### src/rtl/chunk_xlate_pkg.sv
package chunk_xlate_pkg;
  typedef struct packed {
    logic load;    // capture request, start scan
    logic finish;  // register response this edge
    logic updEn;   // updates allowed
  } xlt_ctl_t;
endpackage

### src/rtl/chunk_xlate_ctrl.sv
module chunk_xlate_ctrl
  import chunk_xlate_pkg::*;
#(
  parameter int DEPTH = 4,
  localparam int PTR_W = (DEPTH > 1) ? $clog2(DEPTH) : 1
) (
  input  logic             clk,
  input  logic             rstN,
  input  logic             reqValid,
  input  logic             slotHit,
  output logic             reqReady,
  output logic [PTR_W-1:0] ptr,
  output xlt_ctl_t         ctl
);
  typedef enum logic {IDLE, SCAN} state_t;
  state_t state;
  logic   lastSlot;

  always_comb begin
    lastSlot   = (ptr == PTR_W'(DEPTH - 1));
    reqReady   = (state == IDLE);
    ctl.updEn  = (state == IDLE);
    ctl.load   = (state == IDLE) && reqValid;
    ctl.finish = (state == SCAN) && (slotHit || lastSlot);
  end

  always_ff @(posedge clk) begin
    if (!rstN) begin
      state <= IDLE;
      ptr   <= '0;
    end else begin
      if (ctl.load) begin
        state <= SCAN;
        ptr   <= '0;
      end else if (ctl.finish) begin
        state <= IDLE;
      end else if (state == SCAN) begin
        ptr <= ptr + PTR_W'(1);
      end
    end
  end
endmodule

### src/rtl/chunk_xlate_dp.sv
module chunk_xlate_dp
  import chunk_xlate_pkg::*;
#(
  parameter int LSEG_W = 4,
  parameter int PSEG_W = 5,
  parameter int OFF_W  = 2,
  parameter int DEPTH  = 4,
  localparam int NSEG  = 1 << LSEG_W,
  localparam int NBKT  = 1 << OFF_W,
  localparam int PTR_W = (DEPTH > 1) ? $clog2(DEPTH) : 1,
  localparam int CMP_W = $clog2(DEPTH + 1)
) (
  input  logic                    clk,
  input  logic                    rstN,
  input  xlt_ctl_t                ctl,
  input  logic [PTR_W-1:0]        ptr,
  input  logic [LSEG_W+OFF_W-1:0] reqLcn,
  output logic                    slotHit,
  output logic                    rspValid,
  output logic [PSEG_W-1:0]       rspPseg,
  output logic [OFF_W-1:0]        rspOff,
  output logic                    rspHot,
  output logic [CMP_W-1:0]        rspCmp,
  input  logic                    hotWrEn,
  input  logic                    hotWrDel,
  input  logic [LSEG_W-1:0]       hotWrLseg,
  input  logic [OFF_W-1:0]        hotWrOff,
  input  logic [PSEG_W-1:0]       hotWrPseg,
  input  logic                    baseWrEn,
  input  logic [LSEG_W-1:0]       baseWrLseg,
  input  logic [PSEG_W-1:0]       baseWrPseg
);
  logic              hotVld  [NBKT][DEPTH];
  logic [LSEG_W-1:0] hotLseg [NBKT][DEPTH];
  logic [PSEG_W-1:0] hotPseg [NBKT][DEPTH];
  logic [PSEG_W-1:0] baseTab [NSEG];

  logic [LSEG_W-1:0] curLseg;
  logic [OFF_W-1:0]  curOff;

  logic             matchFound, freeFound;
  logic [PTR_W-1:0] matchIdx, freeIdx;

  // Lowest matching slot and lowest free slot of the update bucket
  always_comb begin
    matchFound = 1'b0;
    freeFound  = 1'b0;
    matchIdx   = '0;
    freeIdx    = '0;
    for (int s = DEPTH - 1; s >= 0; s--) begin
      if (hotVld[hotWrOff][s] && (hotLseg[hotWrOff][s] == hotWrLseg)) begin
        matchFound = 1'b1;
        matchIdx   = PTR_W'(s);
      end
      if (!hotVld[hotWrOff][s]) begin
        freeFound = 1'b1;
        freeIdx   = PTR_W'(s);
      end
    end
  end

  assign slotHit = hotVld[curOff][ptr] && (hotLseg[curOff][ptr] == curLseg);

  // Override table
  always_ff @(posedge clk) begin
    if (!rstN) begin
      for (int b = 0; b < NBKT; b++) begin
        for (int s = 0; s < DEPTH; s++) begin
          hotVld[b][s]  <= 1'b0;
          hotLseg[b][s] <= '0;
          hotPseg[b][s] <= '0;
        end
      end
    end else if (ctl.updEn && hotWrEn) begin
      if (hotWrDel) begin
        if (matchFound) hotVld[hotWrOff][matchIdx] <= 1'b0;
      end else if (matchFound) begin
        hotPseg[hotWrOff][matchIdx] <= hotWrPseg;
      end else if (freeFound) begin
        hotVld[hotWrOff][freeIdx]  <= 1'b1;
        hotLseg[hotWrOff][freeIdx] <= hotWrLseg;
        hotPseg[hotWrOff][freeIdx] <= hotWrPseg;
      end
    end
  end

  // Base segment table, identity after reset
  always_ff @(posedge clk) begin
    if (!rstN) begin
      for (int i = 0; i < NSEG; i++) baseTab[i] <= PSEG_W'(i);
    end else if (ctl.updEn && baseWrEn) begin
      baseTab[baseWrLseg] <= baseWrPseg;
    end
  end

  // Request capture and response registers
  always_ff @(posedge clk) begin
    if (!rstN) begin
      curLseg  <= '0;
      curOff   <= '0;
      rspValid <= 1'b0;
      rspPseg  <= '0;
      rspOff   <= '0;
      rspHot   <= 1'b0;
      rspCmp   <= '0;
    end else begin
      rspValid <= ctl.finish;
      if (ctl.load) begin
        curLseg <= reqLcn[LSEG_W+OFF_W-1:OFF_W];
        curOff  <= reqLcn[OFF_W-1:0];
      end
      if (ctl.finish) begin
        rspPseg <= slotHit ? hotPseg[curOff][ptr] : baseTab[curLseg];
        rspOff  <= curOff;
        rspHot  <= slotHit;
        rspCmp  <= CMP_W'(ptr) + CMP_W'(1);
      end
    end
  end
endmodule

### src/rtl/chunk_xlate.sv
module chunk_xlate
  import chunk_xlate_pkg::*;
#(
  parameter int LSEG_W = 4,
  parameter int PSEG_W = 5,
  parameter int OFF_W  = 2,
  parameter int DEPTH  = 4,
  localparam int PTR_W = (DEPTH > 1) ? $clog2(DEPTH) : 1,
  localparam int CMP_W = $clog2(DEPTH + 1)
) (
  input  logic                    clk,
  input  logic                    rstN,
  input  logic                    reqValid,
  input  logic [LSEG_W+OFF_W-1:0] reqLcn,
  output logic                    reqReady,
  output logic                    rspValid,
  output logic [PSEG_W-1:0]       rspPseg,
  output logic [OFF_W-1:0]        rspOff,
  output logic                    rspHot,
  output logic [CMP_W-1:0]        rspCmp,
  input  logic                    hotWrEn,
  input  logic                    hotWrDel,
  input  logic [LSEG_W-1:0]       hotWrLseg,
  input  logic [OFF_W-1:0]        hotWrOff,
  input  logic [PSEG_W-1:0]       hotWrPseg,
  input  logic                    baseWrEn,
  input  logic [LSEG_W-1:0]       baseWrLseg,
  input  logic [PSEG_W-1:0]       baseWrPseg
);
  xlt_ctl_t         ctl;
  logic [PTR_W-1:0] ptr;
  logic             slotHit;

  chunk_xlate_ctrl #(.DEPTH(DEPTH)) u_ctrl (
    .clk(clk), .rstN(rstN), .reqValid(reqValid), .slotHit(slotHit),
    .reqReady(reqReady), .ptr(ptr), .ctl(ctl)
  );

  chunk_xlate_dp #(
    .LSEG_W(LSEG_W), .PSEG_W(PSEG_W), .OFF_W(OFF_W), .DEPTH(DEPTH)
  ) u_dp (
    .clk(clk), .rstN(rstN), .ctl(ctl), .ptr(ptr), .reqLcn(reqLcn),
    .slotHit(slotHit), .rspValid(rspValid), .rspPseg(rspPseg),
    .rspOff(rspOff), .rspHot(rspHot), .rspCmp(rspCmp),
    .hotWrEn(hotWrEn), .hotWrDel(hotWrDel), .hotWrLseg(hotWrLseg),
    .hotWrOff(hotWrOff), .hotWrPseg(hotWrPseg),
    .baseWrEn(baseWrEn), .baseWrLseg(baseWrLseg), .baseWrPseg(baseWrPseg)
  );
endmodule

### config.mk
export PLATFORM = sky130hd
export DESIGN_NAME = chunk_xlate
export DESIGN_NICKNAME = d
export VERILOG_FILES = /design/src/rtl/chunk_xlate_pkg.sv /design/src/rtl/chunk_xlate_ctrl.sv /design/src/rtl/chunk_xlate_dp.sv /design/src/rtl/chunk_xlate.sv
export SDC_FILE = /design/constraint.sdc
export NUM_CORES = 1
export LEC_CHECK = 0
export BUFFER_PORTS_ARGS = -buffer_cell sky130_fd_sc_hd__buf_2
export CORE_ASPECT_RATIO = 0.8
export CORE_UTILIZATION = 35
export CTS_BUF_LIST = sky130_fd_sc_hd__clkbuf_8
export DETAILED_ROUTE_END_ITERATION = 16
export SKIP_LAST_GASP = 1
export SYNTH_ARGS = -nofsm -noshare
export SYNTH_HDL_FRONTEND = slang
export SYNTH_SLANG_ARGS = --single-unit
export TNS_END_PERCENT = 20
### constraint.sdc
create_clock -name clk -period 8.3 [get_ports clk]
set_clock_uncertainty 0.1 [all_clocks]
set_input_delay 0.415 -clock clk [delete_from_list [all_inputs] [get_ports clk]]
set_output_delay 0.415 -clock clk [all_outputs]
set_load 0.01 [all_outputs]
* Word level (Yosys, flattened, before mapping)
Memory sizes are Yosys's and may differ from the RTL's. A register that Yosys moved wholly into a read port is not among the register bits.
Index checks and enable logic that the tools add are counted.
** Word-level totals
- Bits in registers :: 21
- Bits in writable memories :: 240
- Output and inout port bits :: 13
- Word-level logic and storage cells :: 178
- Memories kept :: 4
** Operators by class
- $add $sub $neg :: 2
- Order comparisons :: 5
- Equal/unequal tests :: 6
- Mux-type cells :: 103
- Bitwise operators :: 30
- Reductions and logical operators :: 19
** Memory list
- u_dp.baseTab :: words 16, width 5, rd ports 1, clocked after memory_dff 1, write ports 16, line chunk_xlate_dp.sv:36 : logic [PSEG_W-1:0] baseTab [NSEG];
- u_dp.hotPseg :: words 4, width 20, rd ports 1, clocked after memory_dff 1, write ports 4, line chunk_xlate_dp.sv:35 : logic [PSEG_W-1:0] hotPseg [NBKT][DEPTH];
- u_dp.hotLseg :: words 4, width 16, rd ports 2, clocked after memory_dff 1, write ports 4, line chunk_xlate_dp.sv:34 : logic [LSEG_W-1:0] hotLseg [NBKT][DEPTH];
- u_dp.hotVld :: words 4, width 4, rd ports 2, clocked after memory_dff 1, write ports 4, line chunk_xlate_dp.sv:33 : logic hotVld [NBKT][DEPTH];
** Operator list (count)
- $mux 20 :: 4
- $mux 1 :: 55
- $mux 16 :: 3
- $mux 4 :: 10
- $mux 2 :: 17
- $mux 5 :: 6
- $or 1x1->1 :: 24
- $demux 5 s2 :: 2
- $eq 4x4->1 :: 5
- $reduce_or 20->1 :: 1
- $reduce_or 16->1 :: 1
- $logic_and 1x1->1 :: 11
- $bmux 5 s2 :: 1
- $ge 3x3->1 const B :: 3
- $not 2->3 :: 3
- $bmux 4 s2 :: 1
- $demux 4 s2 :: 1
- $lt 3x1->1 const B :: 2
- $reduce_or 5->1 :: 1
- $demux 1 s2 :: 2
- $reduce_or 4->1 :: 1
- $add 2x1->3 const B :: 1
- $not 1->1 :: 3
- $add 2x1->2 const B :: 1
- 6 further kinds :: 6

* Logic depth before layout (Yosys ltp)
Gate-level depths: netlist (run 1).
An unclocked memory read counts as a cell.
- Word-level depth :: 16
- Depth in mapped cells :: 11
- Depth with buffers taken out :: 7

* Hierarchy
From an unflattened synthesis (run 1), not the netlist that was laid out.
** Second synthesis, totals
- Cells, all modules :: 938
- Area, all modules :: 13377.8 um2
** By module, submodules not included
- chunk_xlate_dp :: times used 1, cells each 922, area an instance 13205.2 um2, seq. area each 7677.4 um2
- chunk_xlate_ctrl :: times used 1, cells each 16, area an instance 172.7 um2, seq. area each 60.1 um2

* Worst setup path before layout (run 1)
OpenSTA, ideal clock, no wires.
- Path type :: in2reg
- From :: input port hotWrOff[0]
- To :: memory u_dp.hotPseg[0][0] (netlist name), enable pin
- Arrival :: 2.964 ns
- Required time :: 7.826 ns
- Slack :: 4.862 ns
- Stages on the path :: 9
- Buffers on the path :: 2
- Cells stage by stage :: buf_2 mux4_2 xnor2_1 nand4_1 nor2_1 or4b_1 o2bb2a_1 clkbuf_1 o21ai_0
** RTL lines
- start: declaration :: line chunk_xlate.sv:24 : input logic [OFF_W-1:0] hotWrOff,
- end: declaration :: line chunk_xlate_dp.sv:35

==> results.md, run 1 <==
- Status: finished clean
- Post-route cell area: 0.0144 mm²
- Psw: 744 µW
- RSZ-0062 raised after global routing: no
- Leak Pwr: 0.00482 µW
- Vias per inst: 5.53
- Switching Share: 25.6%
- Hold_ws: 32.9 ps
- Endpoints failing setup: 0
- Top cell type's share of synthesized area: 55.2%
- Die ar.: 0.0379 mm²
- Fin nets: 1037
- Antenna violations before repair: 0
- Core Area: 0.0362 mm²
- Internal power: 2160 µW
- Final Max Tran Viols: 0
- Register area share after synthesis: 59.5%
- Port Buffer Count: 44
- Post-Layout Cell Count: 1516
- EDFF count, synth: 239
- Synth warn: 0
- Total track usage: 18.2%
- Synthesized area: 0.0130 mm²
- Clock transition at the registers of the reported paths: 60 ps
- Die width: 217 µm
- Most common cell on crit path: nor4_2
- Max cap viols: 0
- Slew HR: 26.1%
- Largest net degree at the start of global routing: 65
- Wirelength per Cell: 22.4 µm
- Commonest non-fill, non-tap cell in the layout: edfxtp_1
- Mapped Cells: 989
- Max FO, Critical Path: 29
- Overflow after GRT: 0
- Clock root buffer: clkbuf_8
- Crit start category: input port
- Part of the power in registers: 52.9%
- Post CTS Setup Buffer Count: 0
- Fin. Hold Viols: 0
- Post-Synth Adder-Cell Area: 0.0963%
- Initial core utilization: 35.9%
- Leading area contributor after synthesis: edfxtp_1
- Largest family of logic cells by synthesized area: multiplexers
- Syn_nets: 1022
- Synth Area in Compound Gates: 4.53%
- Vias: 8389
- DRC violations left: 0
- Critical path origin: hotWrOff[0]
- Gpl congestion: 0.843
- Pwr Total: 2910 µW
- Mux contribution to synthesized area: 16.7%
- Worst hold path class: in2reg
- N_diodes: 0
- Post-synthesis simple-gate area fraction: 14.2%
- CTS tree: built
- Final ANT Viol Nets: 0
- Slowest cell on crit path: nor4_2
- Clock buffer depth: 3
- Clk_lat worst skew: 570 ps
- Seq cells post-synth: 267
- Crit-path leading delay family: compound AO/OA/AOI/OAI gates
- Worst hold start: reqLcn[3]
- CP required: 8410 ps
- Worst Tran Pin Value: 1110 ps
- Combinational power share: 9.8%
- Slowest stage delay, CP: 930 ps
- Most frequent cells in the layout: edfxtp_1 (239), nor2_1 (148), mux4_2 (83)
- First-pass GRT wire length: 51300 µm
- Power share of the clock group: 37.3%
- Unique cell type count in the Yosys netlist: 52
- Area Growth Syn to Fin: 10.5%
- Cell area power density: 202 mW/mm²
- Num rows: 62
- HPWL after DPL: 23100 µm
- Crit path capture type: register
- Placed Cells: 1437
- Die Ht: 174 µm
- WS Path Type: in2reg
- CTS Sinks: 267
- Total CTS buffers: 43
- Area contributors post-synth: edfxtp_1 (55%), mux4_2 (14%), dfxtp_1 (4.3%), nor2_1 (4.3%), mux2i_1 (2.2%)
- Max frequency: 0.243 GHz
- Number of global-route vias before repair: 8381
- Maximum vdd drop: 0.112 mV
- Setup TNS Final: 0 ps
- Synthesized area per cell: 13.1 µm²
- IO Count: 45
- Min Clock Period, post-route: 4110 ps
- Worst path arrival time: 4220 ps
- Iter 0 DRT Violations: 907
- Fraction of layout instances using a drive strength above 1: 20.4%
- Area post-placement: 0.0135 mm²
- Crit-path cells: buf_2, mux4_2, xnor2_1, nor4_2, nor4_2, o2bb2a_1, o21ai_0
- Total wire length: 34000 µm
- Final worst-path cycle share: 49.5%
- Buf+Inv Stages, Crit Path: 1
- Synth Flop Type: edfxtp_1
- Worst r2r src: u_dp.hotLseg[1][14]
- H-tree depth reported by CTS: 2
- FILL cells: 3402
- Synth Area in XOR/XNOR: 1.35%
- TritonRoute pass-1 iters: 5
- Post-synth ARST share: 0%
per-stage QoR:
stage                     utilization, %  worst slack, ps
final                               39.7             4190
after global routing                39.7             3880
after CTS                           39.7             4210
after detailed placement            37.4             3600
after global placement              37.4             3800
after floorplan                        -             4860
sequential cells by signal, summed over array words and instances, names as in the netlist, named ones only:
signal and cells:
u_dp.baseTab 80, u_dp.hotPseg 80, u_dp.hotLseg 64, u_dp.hotVld 16
u_dp.rspPseg 5, u_dp.curLseg 4, u_dp.rspCmp 3, u_ctrl.ptr 2
u_dp.curOff 2, u_dp.rspOff 2, u_ctrl.state 1, u_dp.rspHot 1
u_dp.rspValid 1
cell type report:
cell class                 instances  area [µm²]  share of cell area (%)
inverter                          27         101                   0.705
sequential                       267        7740                    53.9
timing repair buffer              57         323                    2.25
clock inverter                    31         165                    1.15
multi-input combinational        608        4800                    33.4
clock buffer                      46         633                    4.41
tap                              480         601                    4.18
tightest hold or removal path, cell delays in order:
cell     delay [ps]
buf_2            80
mux2i_1          50
nor2_1          100
per-layer routing:
layer / global-route usage [%] / up-vias / wire (µm)
li1: - / 3762 / -
met1: 26.0 / 4214 / 14900
met2: 28.0 / 342 / 15800
met3: 3.25 / 71 / 2490
met4: 5.55 / 0 / 864
met5: 0 / - / 0
logic make-up (layout without fill, tap and decap cells):
group	after synthesis	after routing
mux	113	113
compound gates	87	87
xor+xnor	20	20
buf+inv	114	161
simple gates	387	387
flops	267	267
fa+ha+maj	1	1
Yosys cell counts (all sizes together) (9+ instances only):
cell type / number
and3: 20
nand2: 68
nor4: 15
nor2: 148
clkbuf: 62
inv: 27
and2: 18
nand3: 13
mux2i: 29
nand2b: 22
mux4: 83
buf: 25
edfxtp: 239
xnor2: 18
nor3: 43
dfxtp: 28
a22oi: 13
or3: 13
o21ai: 34
a21oi: 9
final timing paths:
check | slack (ps) | end | cells after the start
max reg2reg | 4380 | u_dp.hotPseg[2][1] | 6
min reg2reg | 350 | u_dp.rspOff[1] | 2
max | 4190 | u_dp.hotPseg[2][1] | 7
min | 30 | u_dp.curLseg[1] | 3
repair_timing:
item / 4_1_cts / 5_1_grt
hold endpoints to repair: 3 / 0
resized for setup: 0 / 0
hold buffers: 2 / 0
power groups by stage:
stage | clock, µW | combinational, µW | sequential [µW]
2_1_floorplan | 0 | 208 | 1550
3_3_place_gp | 0 | 282 | 1560
3_5_place_dp | 0 | 285 | 1570
4_1_cts | 1100 | 287 | 1540
5_1_grt | 1160 | 305 | 1540
6_report | 1090 | 285 | 1540
Note: power is estimated with default switching activity, not from simulation.
==> run 2, diff against run 1 <==
--- a/config.mk
+++ b/config.mk
@@ -5,6 +5,7 @@
 export SDC_FILE = /design/constraint.sdc
 export NUM_CORES = 1
 export LEC_CHECK = 0
+export ABC_AREA = 1
 export BUFFER_PORTS_ARGS = -buffer_cell sky130_fd_sc_hd__buf_2
 export CORE_ASPECT_RATIO = 0.8
 export CORE_UTILIZATION = 35
==> constraint.sdc (replaced) <==
create_clock -name clk -period 3.95 [get_ports clk]
set_clock_uncertainty 0.1 [all_clocks]
set_input_delay 0.1975 -clock clk [delete_from_list [all_inputs] [get_ports clk]]
set_output_delay 0.1975 -clock clk [all_outputs]
set_load 0.01 [all_outputs]
==> results.md, run 2 <==
- Status: finished clean
- Largest family of logic cells by synthesized area: simple AND/OR/NAND/NOR gates
- Worst reg2reg setup slack: 1010 ps
- Total track usage: 20.1%
- Pre-CTS setup slack: 597 ps
- Clock buffer depth: 3
- Resized cells post-CTS: 0
- Synth Area in XOR/XNOR: 0%
- Post-synth ARST share: 0%
- Area contributors post-synth: edfxtp_1 (53%), nand2_1 (13%), nor2_1 (10%), o21ai_0 (4.5%), dfxtp_1 (4.1%)
- Endpoints failing setup: 0
- DRC violations left: 0
- Area occupied by multi-input gates: 0.00491 mm²
- Clock transition at the registers of the reported paths: 60 ps
- Total CTS buffers: 45
- Overflow after GRT: 0
- FILL cells: 3867
- Max cap viols: 0
- Final worst-path cycle share: 74.4%
- Slew HR: 24.0%
- Max FO, Critical Path: 12
- Power share of the clock group: 36.2%
- Worst r2r src: u_ctrl.ptr[1]
- Reg area: 0.00774 mm²
- Register area share after synthesis: 57.1%
- Fraction of layout instances using a drive strength above 1: 8.95%
- Psw: 1820 µW
- IO Count: 45
- Gpl congestion: 0.920
- Worst Tran Pin Value: 1140 ps
- Switching Share: 28.6%
- Fin nets: 1720
- Leading area contributor after synthesis: edfxtp_1
- Synth Area in Compound Gates: 8.00%
- CTS Sinks: 267
- Fin worst setup slack: 1010 ps
- Most frequent cell after synthesis: nand2_1
- Vias: 11400
- Core Area: 0.0382 mm²
- Vias per inst: 5.16
- Initial core utilization: 35.5%
- FF-to-FF path depth: 10
- HPWL after DPL: 26700 µm
- RSZ-0062 raised after global routing: no
- Mapped Cells: 1651
- First-pass GRT wire length: 61500 µm
- N_diodes: 0
- Unique cell type count in the Yosys netlist: 33
- CTS tree: built
- Most frequent cells in the layout: nand2_1 (455), nor2_1 (375), edfxtp_1 (239)
- Critical path origin: u_ctrl.ptr[1]
- EDFF count, synth: 239
- Synthesized area: 0.0136 mm²
- Total wire length: 39600 µm
- Die width: 222 µm
- Mux contribution to synthesized area: 0%
- Iter 0 DRT Violations: 1188
- Reg2reg end: u_dp.rspOff[1]
- Maximum vdd drop: 0.245 mV
- Top cell type's share of synthesized area: 52.9%
- Area Growth Syn to Fin: 11.4%
- WS Path Type: reg2reg
- Min Clock Period, post-route: 2940 ps
- Die Ht: 178 µm
- Internal power: 4550 µW
- Cell area power density: 421 mW/mm²
- Final Max Tran Viols: 0
- H-tree depth reported by CTS: 2
- Crit path capture type: register
- CP required: 4340 ps
- Antenna violations before repair: 0
- Num rows: 64
- Die ar.: 0.0395 mm²
- Post-Synth Adder-Cell Area: 0.0923%
- Commonest non-fill, non-tap cell in the layout: nand2_1
- Setup TNS Final: 0 ps
- Final ANT Viol Nets: 0
- Synth warn: 0
- Most frequent cells after synthesis: nand2_1 (455), nor2_1 (375), edfxtp_1 (239), inv_1 (129), o21ai_0 (123)
- Fin. Hold Viols: 0
- Max frequency: 0.340 GHz
- Number of global-route vias before repair: 10900
- Synthesized area per cell: 8.21 µm²
- Syn_nets: 1684
- Worst path arrival time: 3330 ps
- TritonRoute pass-1 iters: 5
- Largest regs: u_dp.baseTab x80, u_dp.hotPseg x80, u_dp.hotLseg x64
- Crit start category: register
- Port Buffer Count: 44
- Post-synthesis simple-gate area fraction: 28.1%
- Clock root buffer: clkbuf_8
- Synth Flop Type: edfxtp_1
- Clk_lat worst skew: 590 ps
- Largest net degree at the start of global routing: 93
- CP endpoint: u_dp.rspOff[1]
- Leak Pwr: 0.00636 µW
- Combinational power share: 13.1%
- Seq cells post-synth: 267
- Worst hold path class: in2reg
- Part of the power in registers: 50.7%
- Wirelength per Cell: 17.9 µm
## run 2: how the worst min path moves through the flow
stage,startpoint,end,slack (ps),depth (start not counted)
2_1_floorplan,reqLcn[4],register,290,2
3_5_place_dp,u_dp.rspCmp[2],u_dp.rspCmp[2],360,2
3_3_place_gp,u_dp.rspHot,u_dp.rspHot,360,2
6_report,baseWrLseg[1],u_dp.baseTab[12][3],50,5
4_1_cts,baseWrLseg[1],u_dp.baseTab[12][3],0.9,5
5_1_grt,baseWrLseg[0],u_dp.baseTab[9][0],40,4
## run 2: final cells by class
| cell class | instances | area share (%) |
|---|---|---|
| tap | 495 | 4.10 |
| multi-input combinational | 1154 | 32.5 |
| inverter | 146 | 3.63 |
| clock buffer | 46 | 4.19 |
| sequential | 267 | 51.2 |
| timing repair buffer | 73 | 3.18 |
| clock inverter | 34 | 1.15 |
## run 2: per-layer routing
layer | share of wire [%] | up-vias | GRT usage [%]
li1 | - | 5465 | -
met1 | 44 | 5406 | 27.5
met2 | 45 | 492 | 31.8
met3 | 8.0 | 75 | 3.72
met4 | 2.6 | 0 | 7.49
met5 | 0 | - | 0
## run 2: metrics by stage
| stage | area [µm²] | hold WS, ps | power, µW | std cells | util, % |
|---|---|---|---|---|---|
| CTS | 15100 | 0.942 | 6400 | 2215 | 39.6 |
| detailed placement | 14200 | 365 | 4100 | 2123 | 37.1 |
| finish | 15100 | 50.8 | 6360 | 2215 | 39.6 |
| global placement | 14200 | 361 | 4090 | 2123 | 37.1 |
| global route | 15100 | 38.2 | 6630 | 2215 | 39.6 |
| floorplan | 13600 | 291 | 3820 | 1651 | - |
## run 2: power by group through the flow
stage / logic (µW) / clock network [µW] / registers [µW]
5_1_grt: 918 / 2480 / 3240
3_5_place_dp: 812 / 0 / 3280
2_1_floorplan: 559 / 0 / 3260
3_3_place_gp: 807 / 0 / 3280
6_report: 835 / 2300 / 3230
4_1_cts: 822 / 2350 / 3230
## run 2: what timing repair did
action / CTS / global route
hold buffers: 12 / 0
hold endpoints to repair: 17 / 0
buffers inserted: 0 / 0
setup endpoints to repair: 0 / 0
## run 2: worst max-delay path: stages, from the launching register on
cell and delay (ps):
dfxtp_1 630, inv_1 390, nand3_1 260, nand2_1 130, nand2_1 80, nand2_1 60, nor2_2 260, nand4_1 430
nand2_1 330, nor2_1 70, nor2_1 100
## run 2: logic make-up after synthesis
family          count (synthesis)
buf+inv                       230
simple gates                  952
compound gates                201
fa+ha+maj                       1
flops                         267
